**src/rtl/cfgp_pkg.sv**
```systemverilog
// Package: shared constants and helpers for the configuration window.
// Assumes strap code bit 1 set means motherboard mode.
package cfgp_pkg;

    localparam int unsigned CFGP_DW = 8;

    // Strap code decoded into an operating mode
    typedef enum logic [1:0] {
        MODE_PNP_A = 2'b00,
        MODE_PNP_B = 2'b01,
        MODE_MB_LO = 2'b10,
        MODE_MB_HI = 2'b11
    } cfgp_mode_e;

    // True when the strap code selects fixed motherboard decoding
    function automatic logic is_mb(input logic [1:0] code);
        return code[1];
    endfunction

endpackage

```
**src/rtl/cfgp_strap.sv**
```systemverilog
// Strap capture and lock state.
// Samples the straps on every clock while rst_n is low, so the value present at
// the last reset edge is kept. Lock starts set for plug-and-play codes and clears
// on an unlock pulse only.
module cfgp_strap (
    input  logic       clk,
    input  logic       rst_n,
    input  logic [1:0] strap_in,
    input  logic       unlock,
    output logic [1:0] strap_q,
    output logic       locked
);
    import cfgp_pkg::*;

    // Capture straps during reset, hold them afterwards
    always_ff @(posedge clk) begin
        if (!rst_n) strap_q <= strap_in;
    end

    // Lock starts per strap code and only ever clears afterwards
    always_ff @(posedge clk) begin
        if (!rst_n)                 locked <= !is_mb(strap_in);
        else if (unlock && locked)  locked <= 1'b0;
    end

endmodule

```
**src/rtl/cfgp_decode.sv**
```systemverilog
// Address decode for the selector/window pair.
// Motherboard mode compares address bits above bit 0 against a strap-chosen base
// and uses bit 0 as the selector/window pick. Plug-and-play mode compares the low
// PNP_BITS address bits against two fixed addresses.
module cfgp_decode #(
    parameter int unsigned         AW       = 16,
    parameter int unsigned         PNP_BITS = 12,
    parameter logic [AW-1:0]       MB_LO    = 16'h015C,
    parameter logic [AW-1:0]       MB_HI    = 16'h002E,
    parameter logic [PNP_BITS-1:0] PNP_SEL  = 12'h279
) (
    input  logic [AW-1:0] addr,
    input  logic [1:0]    strap_q,
    output logic          sel_hit,
    output logic          win_hit
);
    import cfgp_pkg::*;

    localparam logic [PNP_BITS-1:0] PNP_WIN = PNP_SEL + 1'b1;

    logic [AW-1:0] mb_base;
    logic          mb_match;
    logic          pnp_sel_hit;
    logic          pnp_win_hit;

    // Pick the motherboard base from the captured strap
    always_comb begin
        mb_base  = (cfgp_mode_e'(strap_q) == MODE_MB_HI) ? MB_HI : MB_LO;
        mb_match = (addr[AW-1:1] == mb_base[AW-1:1]);
    end

    // Plug-and-play compare, narrowed when the decode width is below the bus width
    generate
        if (PNP_BITS < AW) begin : g_narrow
            always_comb begin
                pnp_sel_hit = (addr[PNP_BITS-1:0] == PNP_SEL);
                pnp_win_hit = (addr[PNP_BITS-1:0] == PNP_WIN);
            end
        end else begin : g_full
            always_comb begin
                pnp_sel_hit = (addr == AW'(PNP_SEL));
                pnp_win_hit = (addr == AW'(PNP_WIN));
            end
        end
    endgenerate

    // Select the hit pair for the active mode
    always_comb begin
        if (is_mb(strap_q)) begin
            sel_hit = mb_match && !addr[0];
            win_hit = mb_match &&  addr[0];
        end else begin
            sel_hit = pnp_sel_hit;
            win_hit = pnp_win_hit;
        end
    end

endmodule

```
**src/rtl/cfg_index_port.sv**
```systemverilog
// Top: selector/window configuration access port.
// Holds the selector register, gates bus accesses with the lock state, masks
// reserved bits on both directions and muxes read data. Assumes one-cycle strobes
// and a register bank that answers cfg_rdata/cfg_mask combinationally from cfg_idx.
module cfg_index_port #(
    parameter int unsigned         AW       = 16,
    parameter int unsigned         DW       = 8,
    parameter int unsigned         PNP_BITS = 12,
    parameter logic [AW-1:0]       MB_LO    = 16'h015C,
    parameter logic [AW-1:0]       MB_HI    = 16'h002E,
    parameter logic [PNP_BITS-1:0] PNP_SEL  = 12'h279
) (
    input  logic          clk,
    input  logic          rst_n,
    input  logic [AW-1:0] bus_addr,
    input  logic [DW-1:0] bus_wdata,
    input  logic          bus_wr,
    input  logic          bus_rd,
    output logic [DW-1:0] bus_rdata,
    output logic          bus_rdata_oe,
    input  logic [1:0]    strap_base,
    input  logic          pnp_unlock,
    output logic [DW-1:0] cfg_idx,
    output logic          cfg_wr,
    output logic [DW-1:0] cfg_wdata,
    input  logic [DW-1:0] cfg_rdata,
    input  logic [DW-1:0] cfg_mask
);
    localparam logic [DW-1:0] IDLE_BUS = {DW{1'b1}};

    logic [1:0]    strap_q;
    logic          locked;
    logic          sel_hit;
    logic          win_hit;
    logic          idx_wr;
    logic [DW-1:0] idx_q;

    cfgp_strap u_strap (
        .clk      (clk),
        .rst_n    (rst_n),
        .strap_in (strap_base),
        .unlock   (pnp_unlock),
        .strap_q  (strap_q),
        .locked   (locked)
    );

    cfgp_decode #(
        .AW       (AW),
        .PNP_BITS (PNP_BITS),
        .MB_LO    (MB_LO),
        .MB_HI    (MB_HI),
        .PNP_SEL  (PNP_SEL)
    ) u_decode (
        .addr    (bus_addr),
        .strap_q (strap_q),
        .sel_hit (sel_hit),
        .win_hit (win_hit)
    );

    // Qualify writes with the lock state
    always_comb begin
        idx_wr    = bus_wr && sel_hit && !locked;
        cfg_wr    = bus_wr && win_hit && !locked;
        cfg_wdata = bus_wdata & cfg_mask;
        cfg_idx   = idx_q;
    end

    // Selector register
    always_ff @(posedge clk) begin
        if (!rst_n)      idx_q <= '0;
        else if (idx_wr) idx_q <= bus_wdata;
    end

    // Read data mux; idle bus floats high
    always_comb begin
        bus_rdata_oe = bus_rd && !locked && (sel_hit || win_hit);
        if (!bus_rdata_oe) bus_rdata = IDLE_BUS;
        else if (sel_hit)  bus_rdata = idx_q;
        else               bus_rdata = cfg_rdata & cfg_mask;
    end

endmodule

```
**config.mk**
```make
export PLATFORM = sky130hd
export DESIGN_NAME = cfg_index_port
export DESIGN_NICKNAME = d
export VERILOG_FILES = /design/src/rtl/cfgp_pkg.sv /design/src/rtl/cfgp_strap.sv /design/src/rtl/cfgp_decode.sv /design/src/rtl/cfg_index_port.sv
export SDC_FILE = /design/constraint.sdc
export NUM_CORES = 1
export LEC_CHECK = 0
export BUFFER_PORTS_ARGS = -buffer_cell sky130_fd_sc_hd__buf_2
export CAP_MARGIN = 5
export CORE_UTILIZATION = 37
export DETAILED_ROUTE_END_ITERATION = 6
export PLACE_DENSITY = 0.78
export SKIP_LAST_GASP = 1
export SLEW_MARGIN = 20
export SYNTH_ARGS = -nofsm -noshare
export SYNTH_HDL_FRONTEND = slang
export SYNTH_SLANG_ARGS = --single-unit
```
**constraint.sdc**
```tcl
create_clock -name clk -period 2.82 [get_ports clk]
set_clock_uncertainty 0.2 [all_clocks]
set_input_delay 0.141 -clock clk [delete_from_list [all_inputs] [get_ports clk]]
set_output_delay 0.141 -clock clk [all_outputs]
set_load 0.02 [all_outputs]
```
* After elaboration in Yosys (flattened, before gate mapping) *
Index checks and enable logic that the tools add are counted.

word-level totals
  ROM bits = 0
  register bits after elaboration = 11
  bits of input ports = 47
  latch bits = 0
  memories kept = 0
  RAM bits = 0

operators by class
  div/mod/pow operators = 0
  multiply operators = 0
  shift operators = 0
  bitwise operators = 2
  multiplexer cells = 7
  magnitude comparators = 0
  equal/unequal tests = 5
  add/sub/neg operators = 0
  reduce and logical (&&, ||, !) cells = 13

operators with widths
  operator                number
  $eq A12 B10 Y1 const B  2
  $and A8 B8 Y8           2
  $mux W8                 2
  $eq A15 B15 Y1          1
  $logic_and A1 B1 Y1     9
  $mux W9                 1
  $mux W1                 4
  $logic_not A1 Y1        3
  $eq A2 B2 Y1 const B    1
  $ne A2 B1 Y1 const B    1
  $logic_or A1 B1 Y1      1

* Depth between registers and ports, before layout *
Gate-level depths: netlist of run 1.

  word-level depth = 8
  depth in mapped cells = 6
  depth with buffers taken out = 5

* Modules after synthesis *
From an unflattened synthesis of run 1, not the netlist that was laid out.

second synthesis, totals
  cells, all modules = 100
  area, all modules = 818.3 um2

modules (own cells, without submodules)
  module          seq. area each (um2)  times used  area each (um2)  cells each
  cfg_index_port  160.2                 1           568.0            75
  cfgp_decode     0.0                   1           142.6            19
  cfgp_strap      90.1                  1           107.6            6

* Worst setup path before layout of run 1 *
Ideal clock, no wire load.

  kind = register -> output
  from = reg u_strap.strap_q[1]
  to = out bus_rdata[0]
  cell stages (with the launch flop) = 6
  arrival time = 2296 ps
  path slack = 183 ps
  path through = edfxtp_1 -> or3b_2 -> nor4_1 -> o211ai_1 -> a21oi_1 -> nand3_1

on the way
  cells in the longest elaborated chain, start to end = 8
  elaborated cells between the ends (all ways) = 11

ends and longest elaborated chain
  element                                        line                                  source
  from (decl)                                    cfgp_strap.sv:10                      output logic [1:0] strap_q,
  from (signal assigned)                         cfgp_strap.sv:17                      if (!rst_n) strap_q <= strap_in;
  $eq A2 B2 Y1                                   cfgp_decode.sv:28                     mb_base = (cfgp_mode_e'(strap_q) == MODE_MB_HI) ? MB_HI : MB_LO;
  $mux W9                                        cfgp_decode.sv:28
  $eq A15 B15 Y1                                 cfgp_decode.sv:29                     mb_match = (addr[AW-1:1] == mb_base[AW-1:1]);
  $logic_and A1 B1 Y1, on equally long branches  cfgp_decode.sv:50, cfgp_decode.sv:51
  $mux W1                                        cfgp_decode.sv:49                     if (is_mb(strap_q)) begin
  $logic_or A1 B1 Y1 *                           cfg_index_port.sv:76                  bus_rdata_oe = bus_rd && !locked && (sel_hit || win_hit);
  $logic_and A1 B1 Y1 *                          cfg_index_port.sv:76
  net bus_rdata_oe                               cfg_index_port.sv:20                  output logic bus_rdata_oe,
  $mux W8 *                                      cfg_index_port.sv:77                  if (!bus_rdata_oe) bus_rdata = IDLE_BUS;
  to (decl)                                      cfg_index_port.sv:19                  output logic [DW-1:0] bus_rdata,

Mark *: on every way through the listed nets, which the timed path passes. The rest lies on a longest branch.

* Worst setup path after layout of run 1 *
  from = reg u_strap.strap_q[1]
  to = out bus_rdata[3]

on the way
  cells in the longest elaborated chain, start to end = 8
  elaborated cells between the ends (all ways) = 11

ends and longest elaborated chain
  element                                        line
  $eq A2 B2 Y1                                   cfgp_decode.sv:28
  $mux W9                                        cfgp_decode.sv:28
  $eq A15 B15 Y1                                 cfgp_decode.sv:29
  $logic_and A1 B1 Y1, on equally long branches  cfgp_decode.sv:50, cfgp_decode.sv:51
  $mux W1                                        cfgp_decode.sv:49
  $logic_or A1 B1 Y1                             cfg_index_port.sv:76
  $logic_and A1 B1 Y1                            cfg_index_port.sv:76
  $mux W8 *                                      cfg_index_port.sv:77

Every way passes the cells marked *; elsewhere a longest branch is shown, timed or not.

==> summary.md, run 1 <==
| Metric | Value |
|---|---|
| Status | `finished, final reports clean` |
| DP HPWL | `2274 µm` |
| Slowest stage delay, CP | `490 ps` |
| Layout cell share with drive strength beyond 1 | `0.4541` |
| Antenna Cells | `0` |
| Placed insts | `208` |
| Multiplexer share of the synthesized area | `0.09412` |
| Initial Utilization | `0.4126` |
| Vias | `1211` |
| Vias in the first global route | `1153` |
| CTS sink count | `11` |
| Clk buf depth | `2` |
| Postcts setup bufs | `0` |
| XOR/XNOR Fraction of Synth Area | `0` |
| Post-route setup TNS | `0 ps` |
| Worst R2R Path Depth | `7` |
| Post-route DRC | `0` |
| Worst Path Arrival | `2360 ps` |
| CTS tree | `yes` |
| Total track usage | `0.2566` |
| Max cap viols | `0` |
| Tightest Hold Check Type | `in2reg` |
| Area growth syn-to-layout | `67.06%` |
| Main synth FF type | `dfxtp_1` |
| Post-synth EDFFs | `3` |
| Yosys top cell area share | `0.1882` |
| Worst Tran Pin Value | `669.9 ps` |
| Post-route ant nets | `0` |
| Final Wtd Congestion | `0.8416` |
| Worst Path Max Fanout | `8` |
| Count of cell types in the netlist | `31` |
| Root Buffer | `clkbuf_4` |
| Finished Layout Cells | `223` |
| Nets | `244` |
| Num rows | `16` |
| Yosys warnings | `0` |
| Initial antenna violation count | `0` |
| Fraction of the mapped netlist area in adder cells | `0` |
| Worst rel slew slack | `0.5493` |
| DRT Pass-1 Iters | `4` |
| Synthesized-area fraction occupied by and/or/nand/nor cells | `0.4485` |
| Final hold viol count | `0` |
| Pwr Density | `264.3 nW/µm²` |
| Htree depth | `1` |
| Compound-Gate Fraction of Synth Area | `0.1279` |
| Port buffer count | `72` |
| Final Setup Violations | `0` |
| Seq/Total Area, Yosys | `0.2941` |
| First-pass GRT wire length | `4912 µm` |
| Max Fclk | `370.7 MHz` |
| Critical path endpoint category | `output pin` |
| Async set-reset flop share out of synthesis | `0` |
| Total grt overflow | `0` |
| Number of buffers created by CTS | `3` |
| Core ar. | `2062 µm²` |
| DR WL/cell | `13.93 µm` |
| Combinational family with the most area after synthesis | `simple AND/OR/NAND/NOR gates` |
| Critical-path cell list | `or3b_2 -> or4_1 -> or3_4 -> nand4_1 -> nand3_1 -> buf_2` |
| Worst EP required | `2480 ps` |
| LEAKAGE | `0.0006559 µW` |
| Die area | `2496 µm²` |
| Worst setup path class | `reg2out` |
| Final cycle utilization of the critical path | `0.9565` |
| Peak VDD IR | `0.0001807 V` |
| Post-Syn Instances | `107` |
| Worst-skew pair later-pin latency | `260 ps` |
| Final critical-path required period | `2697 ps` |
| Reg clk slew, reported paths | `80 ps` |
| Top post-synthesis cells by area | `dfxtp_1 (19%), edfxtp_1 (11%), mux2i_1 (9.4%), nand2_1 (9.3%), and2_1 (5.9%)` |
| Crit start category | `flip-flop` |
| Drt first-iter violations | `35` |
| Max-slew violations | `0` |
| Placed Area | `1267 µm²` |
| # IOs | `73` |
| Drt total wl | `3106 µm` |
| Die Y | `49.96 µm` |
| Via-to-Cell Ratio | `5.430` |
| Crit-path slowest cell | `or3b_2` |
| Finished layout cell area | `1421 µm²` |
| Post-Syn Area | `850.8 µm²` |
| Syn_nets | `154` |
| Hold path depth | `3` |
| Largest net degree at the start of global routing | `20` |
| RSZ-0062 raised after global routing | `false` |
| Synth area leader | `dfxtp_1` |
| Syn_area_per_cell | `7.952 µm²` |
| Width of the die | `49.96 µm` |
| #FFs+latches synth | `11` |
==> path summary, 6_finish.rpt <==
check,startpoint,slack [ps],end
max reg2reg,u_strap.strap_q[1],480,cfg_idx[1]
max,u_strap.strap_q[1],120,bus_rdata[3]
min,rst_n,80,cfg_idx[5]
min reg2reg,cfg_idx[3],280,cfg_idx[3]
==> layout by cell type, fill, tap and decap left out, types with 3 or more instances in the layout <==
cell type	synthesis	routed
nand4_1	8	8
mux2i_1	8	8
buf_4	0	6
and2_1	8	8
nand2_1	21	21
clkbuf_4	0	3
o21ai_0	8	8
nor4_1	3	3
dlygate4sd3_1	0	11
nand3_1	9	9
buf_2	0	72
edfxtp_1	3	3
nand2b_1	3	3
dfxtp_1	8	8
o211ai_1	3	3
==> cells in the mapped netlist (all sizes together), types with 2 or more instances <==
cell type and number:
or4b 3, dfxtp 8, inv 2, nand2b 3, edfxtp 3, nor2 2, clkbuf 2, mux2i 8
and2 8, nand4 8, o21ai 8, o211ai 3, nand3 9, nor4 3, nand2 21, a21oi 2
buf 2
==> layer usage <==
metal	track usage	vias up	wire, µm
met5	0	-	0
met4	0.1381	0	85
met3	0.04012	8	221
met2	0.4955	63	1671
met1	0.2560	561	1127
li1	-	579	-
==> power by group <==
part	total (µW)	leakage (µW)	switching (µW)	internal [µW]
combinational	97.5	0.000547	45.9	51.6
clock	111	0.0000150	55.9	54.6
sequential	168	0.0000944	1.69	166
total	376	0.000656	104	272
==> cell type report <==
type,count,area (µm²)
fill,160,640.6
multi-input combinational,90,588.1
timing repair buffer,89,515.5
sequential,11,250.2
tap,27,33.78
clock buffer,4,26.28
inverter,2,7.507
==> repair_timing <==
item,4_1_cts,5_1_grt
hold endpoints to repair,12,0
setup endpoints to repair,1,7
hold buffers,11,0
gates resized for setup,1,2
==> worst max-delay path: cells and delay by family (launching register included) <==
kind	cells	cell delay (ps)
DFF	1	390
buffers and inverters	1	170
and+or+nand+nor	5	1540
==> sequential cells by signal, summed over array words and instances, names as in the netlist <==
signal,count
cfg_idx,8
u_strap.locked,1
u_strap.strap_q,2
==> kinds of logic after synthesis <==
group / Yosys count
simple gates: 65
compound gates: 17
flops: 11
mux: 8
buf+inv: 6
==> through the flow <==
step / setup slack, ps / hold slack [ps] / total power, µW / utilization
finish: 122.6 / 82.58 / 375.6 / 0.6893
global route: 53.92 / 99.00 / 392.7 / 0.6893
CTS: 27.22 / 77.65 / 376.9 / 0.6839
detailed placement: 178.1 / 127.3 / 254.4 / 0.6147
global placement: 290.0 / 118.2 / 250.8 / 0.6147
floorplan: 183.0 / 39.87 / 206.0 / -
No activity file was read; power rests on OpenSTA's default activity.
==> run 2: changes to the inputs <==
Settings changed: ABC_AREA set to 1, CORE_ASPECT_RATIO set to 2, CORE_UTILIZATION 37 to 41, MAX_ROUTING_LAYER set to met4, PLACE_DENSITY 0.78 to 0.79.
==> run 2 against run 1 <==
  * Wire length fell by 3.1%
  * Die area rose by 13%
  * First-iteration DRC count fell by 51%
  * Worst hold slack got worse by 48 ps
  * Combinational power rose by 13%
  * Global-route usage fell by 3.3 points
  * Critical endpoint is now bus_rdata[1]
  * Largest cell class unchanged
==> summary.md, run 2 <==
| Metric | Value |
|---|---|
| Status | `finished, final reports clean` |
| Compound-Gate Fraction of Synth Area | `0.07251` |
| Largest register FFs | `8` |
| Yosys top cell area share | `0.1684` |
| Count of cell types in the netlist | `20` |
| Tightest Hold Check Type | `in2reg` |
| Final hold viol count | `0` |
| Async set-reset flop share out of synthesis | `0` |
| Overall power | `437.2 µW` |
| Critical R2R Launch | `u_strap.strap_q[1]` |
| Worst Path Max Fanout | `17` |
| Core ar. | `2409 µm²` |
| XOR/XNOR Fraction of Synth Area | `0` |
| Worst Hold Slack | `35.03 ps` |
| Hold path depth | `5` |
| DRT Pass-1 Iters | `4` |
| Post-synth EDFFs | `3` |
| Worst R2R Path Depth | `7` |
| Via-to-Cell Ratio | `4.703` |
| Crit start category | `flip-flop` |
| Commonest cells in the netlist | `nand2_1 (48), inv_1 (36), nand3_1 (29), nor2_1 (23)` |
| Fraction of the mapped netlist area in adder cells | `0` |
| DR WL/cell | `10.64 µm` |
| Die area | `2830 µm²` |
| First-pass GRT wire length | `4436 µm` |
| Vias in the first global route | `1230` |
| Number of buffers created by CTS | `3` |
| Max Fclk | `431.9 MHz` |
| Antenna Cells | `0` |
| DP HPWL | `2528 µm` |
| Num rows | `25` |
| Die Y | `74.24 µm` |
| Post-route setup TNS | `0 ps` |
| Syn_nets | `226` |
| Nets | `304` |
| Worst setup path class | `reg2out` |
| Synth area leader | `nand2_1` |
| Top post-synthesis cells by area | `nand2_1 (17%), dfxtp_1 (15%), nand3_1 (14%), inv_1 (13%), edfxtp_1 (8.4%)` |
| CTS sink count | `11` |
| Worst rel slew slack | `0.5732` |
| Post-Syn Instances | `179` |
| Yosys warnings | `0` |
| Worst EP required | `2480 ps` |
| Total track usage | `0.2235` |
| Reg2reg end | `cfg_idx[5]` |
| Max-slew violations | `0` |
| Critical path endpoint category | `output pin` |
| Final Wtd Congestion | `0.7611` |
| Total grt overflow | `0` |
| Placed Area | `1436 µm²` |
| Worst Hold End | `cfg_idx[3]` |
| Gates resized, CTS repair | `0` |
| Area growth syn-to-layout | `41.29%` |
| CTS tree | `yes` |
| Worst-skew pair later-pin latency | `240 ps` |
| Drt total wl | `3010 µm` |
| Main synth FF type | `dfxtp_1` |
| Most common cell in the netlist | `nand2_1` |
| Clk buf depth | `2` |
| Syn_area_per_cell | `5.976 µm²` |
| Post-Syn Area | `1070 µm²` |
| # IOs | `73` |
| RSZ-0062 raised after global routing | `false` |
| Final critical-path required period | `2316 ps` |
| Final Setup Violations | `0` |
| DP Worst Slack | `756.4 ps` |
| Most frequent cells in the layout | `buf_2 (72), nand2_1 (48), inv_1 (36)` |
| Post-route ant nets | `0` |
| Peak VDD IR | `0.0002399 V` |
| Reg clk slew, reported paths | `50 ps` |
| Post-route DRC | `0` |
| R2r setup slk | `1190 ps` |
| Most common cell after layout, fill and taps aside | `buf_2` |
| Synthesized-area fraction occupied by and/or/nand/nor cells | `0.5275` |
| Root Buffer | `clkbuf_8` |
| #FFs+latches synth | `11` |
| Port buffer count | `72` |
| Worst Tran Pin Value | `637.8 ps` |
| Initial antenna violation count | `0` |
| Combinational family with the most area after synthesis | `simple AND/OR/NAND/NOR gates` |
| Width of the die | `38.12 µm` |
| Finished layout cell area | `1511 µm²` |
| Initial Utilization | `0.4442` |
| Layout cell share with drive strength beyond 1 | `0.3828` |
| Vias | `1331` |
| Post-route setup slack | `504.5 ps` |
| Worst hold start | `bus_wdata[3]` |
| Htree depth | `1` |
| Drt first-iter violations | `17` |
| Largest net degree at the start of global routing | `18` |
| Pwr Density | `289.3 nW/µm²` |
| Final cycle utilization of the critical path | `0.8211` |
| Seq/Total Area, Yosys | `0.2339` |
| LEAKAGE | `0.0008651 µW` |
| Multiplexer share of the synthesized area | `0` |
| Max cap viols | `0` |
| Worst Path Arrival | `1970 ps` |
## run 2: area by class of cell
| cell class | instances | area, µm² |
|---|---|---|
| Fill cell | 257 | 897.1 |
| Multi-Input combinational cell | 127 | 641.9 |
| Timing Repair Buffer | 76 | 397.9 |
| Sequential cell | 11 | 250.2 |
| Inverter | 38 | 142.6 |
| Clock buffer | 4 | 45.04 |
| Tap cell | 27 | 33.78 |
## run 2: worst max path at each step
stage / cells after the start / endpoint / from
final: 9 / bus_rdata[1] / u_strap.strap_q[1]
after floorplan: 7 / bus_rdata_oe / u_strap.strap_q[1]
after global placement: 9 / bus_rdata[5] / u_strap.strap_q[1]
after detailed placement: 9 / bus_rdata[3] / u_strap.strap_q[1]
after global routing: 9 / bus_rdata[1] / u_strap.strap_q[1]
after CTS: 9 / bus_rdata[3] / u_strap.strap_q[1]
## run 2: worst max-delay path, cell delays in order (launching register included)
cell and delay [ps]:
edfxtp_1 400, nand2_1 100, nand3_1 90, nand2_1 140, nand4_4 190, nand2_4 250
inv_1 100, nand2_2 170, nand3_1 100, buf_2 190
## run 2: layer usage
metal  global-route usage  wire, µm  vias up
met2               0.4614      1745       54
li1                     -         -      710
met5                    -         0        -
met4               0.1111        50        0
met3              0.02687       157        6
met1               0.1632      1057      561
## run 2: repair_timing
item,in CTS,in global routing
setup buffers,0,0
hold endpoints to repair,4,0
hold buffers,3,0
## run 2: power breakdown
part	leakage (µW)	switching, µW	internal (µW)
registers	0.0000944	2.02	166
logic	0.000748	63.4	46.8
clock network	0.0000228	59.3	99.3
## run 2: per-stage QoR
stage	cells	utilization
after global routing	283	0.6275
after global placement	276	0.5964
after floorplan	179	-
after CTS	283	0.6275
final	283	0.6275
after detailed placement	276	0.5964
## run 2: cell families (layout without fill, tap and decap cells)
family                 after synthesis  in the layout
AO/OA/AOI/OAI                        9              9
buffers and inverters               41            118
flip-flops                          11             11
AND/OR/NAND/NOR                    118            118
==> run 3: changes to the inputs <==
Settings changed: CORE_UTILIZATION 41 to 37, PLACE_DENSITY 0.79 to 0.76.
Clock period 2.82 ns to 1.9 ns, I/O delays scaled along.
==> run 3 against run 2 <==
  * The run now ends with negative setup slack left
  * Sequential share of layout area down 3.0 points
  * First-iteration DRC count rose by 29%
  * Cell count up 7.4%
  * Clock-buffer cell count unchanged
  * Total power rose by 53%
  * Highest routed layer unchanged
==> summary.md, run 3 (synthesized netlist as in run 2, its figures left out) <==
| Metric | Value |
|---|---|
| Post-route ant nets | `0` |
| Worst Tran Pin Value | `338.8 ps` |
| Initial antenna violation count | `0` |
| Crit start category | `flip-flop` |
| Width of the die | `40.02 µm` |
| Final hold viol count | `0` |
| DRT Pass-1 Iters | `4` |
| Total grt overflow | `0` |
| Largest net degree at the start of global routing | `17` |
| Vias in the first global route | `1395` |
| Critical R2R Launch | `u_strap.strap_q[1]` |
| Overall power | `668.9 µW` |
| Failing checks | `negative setup slack` |
| Layout cell share with drive strength beyond 1 | `0.4873` |
| Worst Hold End | `cfg_idx[3]` |
| Final Setup Violations | `9` |
| Finished Layout Cells | `304` |
| Worst Path Max Fanout | `5` |
| Peak VDD IR | `0.0003938 V` |
| RSZ-0062 raised after global routing | `true` |
| Root Buffer | `clkbuf_8` |
| Placed insts | `284` |
| CTS sink count | `11` |
| Worst R2R Path Depth | `11` |
| Area growth syn-to-layout | `71.93%` |
| Clk buf depth | `2` |
| Vias | `1474` |
| Max cap viols | `0` |
| Final Wtd Congestion | `0.7764` |
| Final cycle utilization of the critical path | `1.060` |
| Worst Hold Slack | `18.52 ps` |
| Die Y | `78.04 µm` |
| Worst setup path class | `reg2out` |
| Max-slew violations | `0` |
| Post-route setup TNS | `-599.7 ps` |
| Num rows | `27` |
| LEAKAGE | `0.001000 µW` |
| Worst Path Arrival | `1720 ps` |
| Drt total wl | `3730 µm` |
| Antenna Cells | `0` |
| Reg2reg end | `cfg_idx[3]` |
| Worst hold start | `bus_wdata[3]` |
| Final critical-path required period | `2014 ps` |
| Most frequent cells in the layout | `buf_2 (62), nand2_1 (37), inv_1 (35)` |
| Initial Utilization | `0.3909` |
| DP HPWL | `2591 µm` |
| Via-to-Cell Ratio | `4.849` |
| Htree depth | `1` |
| Total track usage | `0.2415` |
| Most common cell after layout, fill and taps aside | `buf_2` |
| Post-route DRC | `0` |
| Worst-skew pair later-pin latency | `230 ps` |
| Number of buffers created by CTS | `3` |
| Final core occ | `0.6722` |
| Largest register FFs | `8` |
| Critical path endpoint category | `output pin` |
| Max Fclk | `496.4 MHz` |
| Pwr Density | `363.7 nW/µm²` |
| DR WL/cell | `12.27 µm` |
| Worst EP required | `1600 ps` |
| # IOs | `73` |
| CTS tree | `yes` |
| Port buffer count | `72` |
| Hold path depth | `5` |
| First-pass GRT wire length | `5292 µm` |
| Tightest Hold Check Type | `in2reg` |
| Reg clk slew, reported paths | `50 ps` |
| Core ar. | `2736 µm²` |
| Nets | `323` |
| Drt first-iter violations | `22` |
| Worst rel slew slack | `0.7733` |
| R2r setup slk | `110 ps` |
| Die area | `3123 µm²` |
| Status | `complete, but fails checks` |
| Post-route setup slack | `-114.3 ps` |
run 3: cell types whose count changed in the layout (fill, tap and decap cells not counted), moves of 2 or more:
cell and delta:
buf_2 -10, nand3_1 -8, nor2_1 -2, buf_6 +10
nand2_1 -11, nor2_2 +2, nand2_2 +8, buf_4 +12
nand2_4 +3, nand3_2 +8, dlygate4sd3_1 +6
run 3: power by group:
group | switching [µW] | leakage (µW) | internal [µW]
Sequential | 3.42 | 0.0000944 | 247
Combinational | 106 | 0.000883 | 81.6
Clock | 83.2 | 0.0000228 | 147
run 3: final cells by class:
class,instances,area [µm²]
fillers,239,897.1
multi-input cells,128,754.5
repair buffers,94,610.6
flip-flops and latches,11,250.2
inverters,38,142.6
clock buffers,4,45.04
well taps,29,36.28
run 3: stage by stage:
stage	worst slack, ps	instance area, µm²
after detailed placement	112.0	1484
after global routing	-198.6	1839
final	-114.3	1839
after global placement	150.4	1484
after floorplan	197.5	1070
after CTS	-86.28	1660
run 3: worst max path at each step:
stage	start	endpoint	slack, ps
6_report	u_strap.strap_q[1]	bus_rdata[6]	-110
4_1_cts	u_strap.strap_q[1]	bus_rdata[2]	-90
2_1_floorplan	u_strap.strap_q[1]	bus_rdata_oe	200
3_5_place_dp	u_strap.strap_q[1]	bus_rdata[6]	110
3_3_place_gp	u_strap.strap_q[1]	bus_rdata[6]	150
5_1_grt	u_strap.strap_q[1]	bus_rdata[4]	-200
run 3: routing by layer:
metal  track usage  routed length (µm)  vias up
li1              -                   -      752
met5             -                   0        -
met4        0.1103                 125        0
met1        0.2025                1265      656
met2        0.4710                2206       56
met3      0.008475                 133       10
run 3: critical path, stage by stage (launching register included):
cell,delay [ps]
edfxtp_1,370
nand2_1,80
inv_1,80
nand3_2,90
nand2_4,110
nand4_4,160
buf_6,160
nand2_4,70
nand2_2,70
nand2_2,60
nand3_2,90
buf_6,140
run 3: timing repair:
item,4_1_cts,5_1_grt
buffers inserted,2,4
cloned,0,1
endpoints found under the hold margin,12,0
pin swaps,1,13
setup endpoints to repair,9,10
hold buffers,9,0
resized for setup,7,40
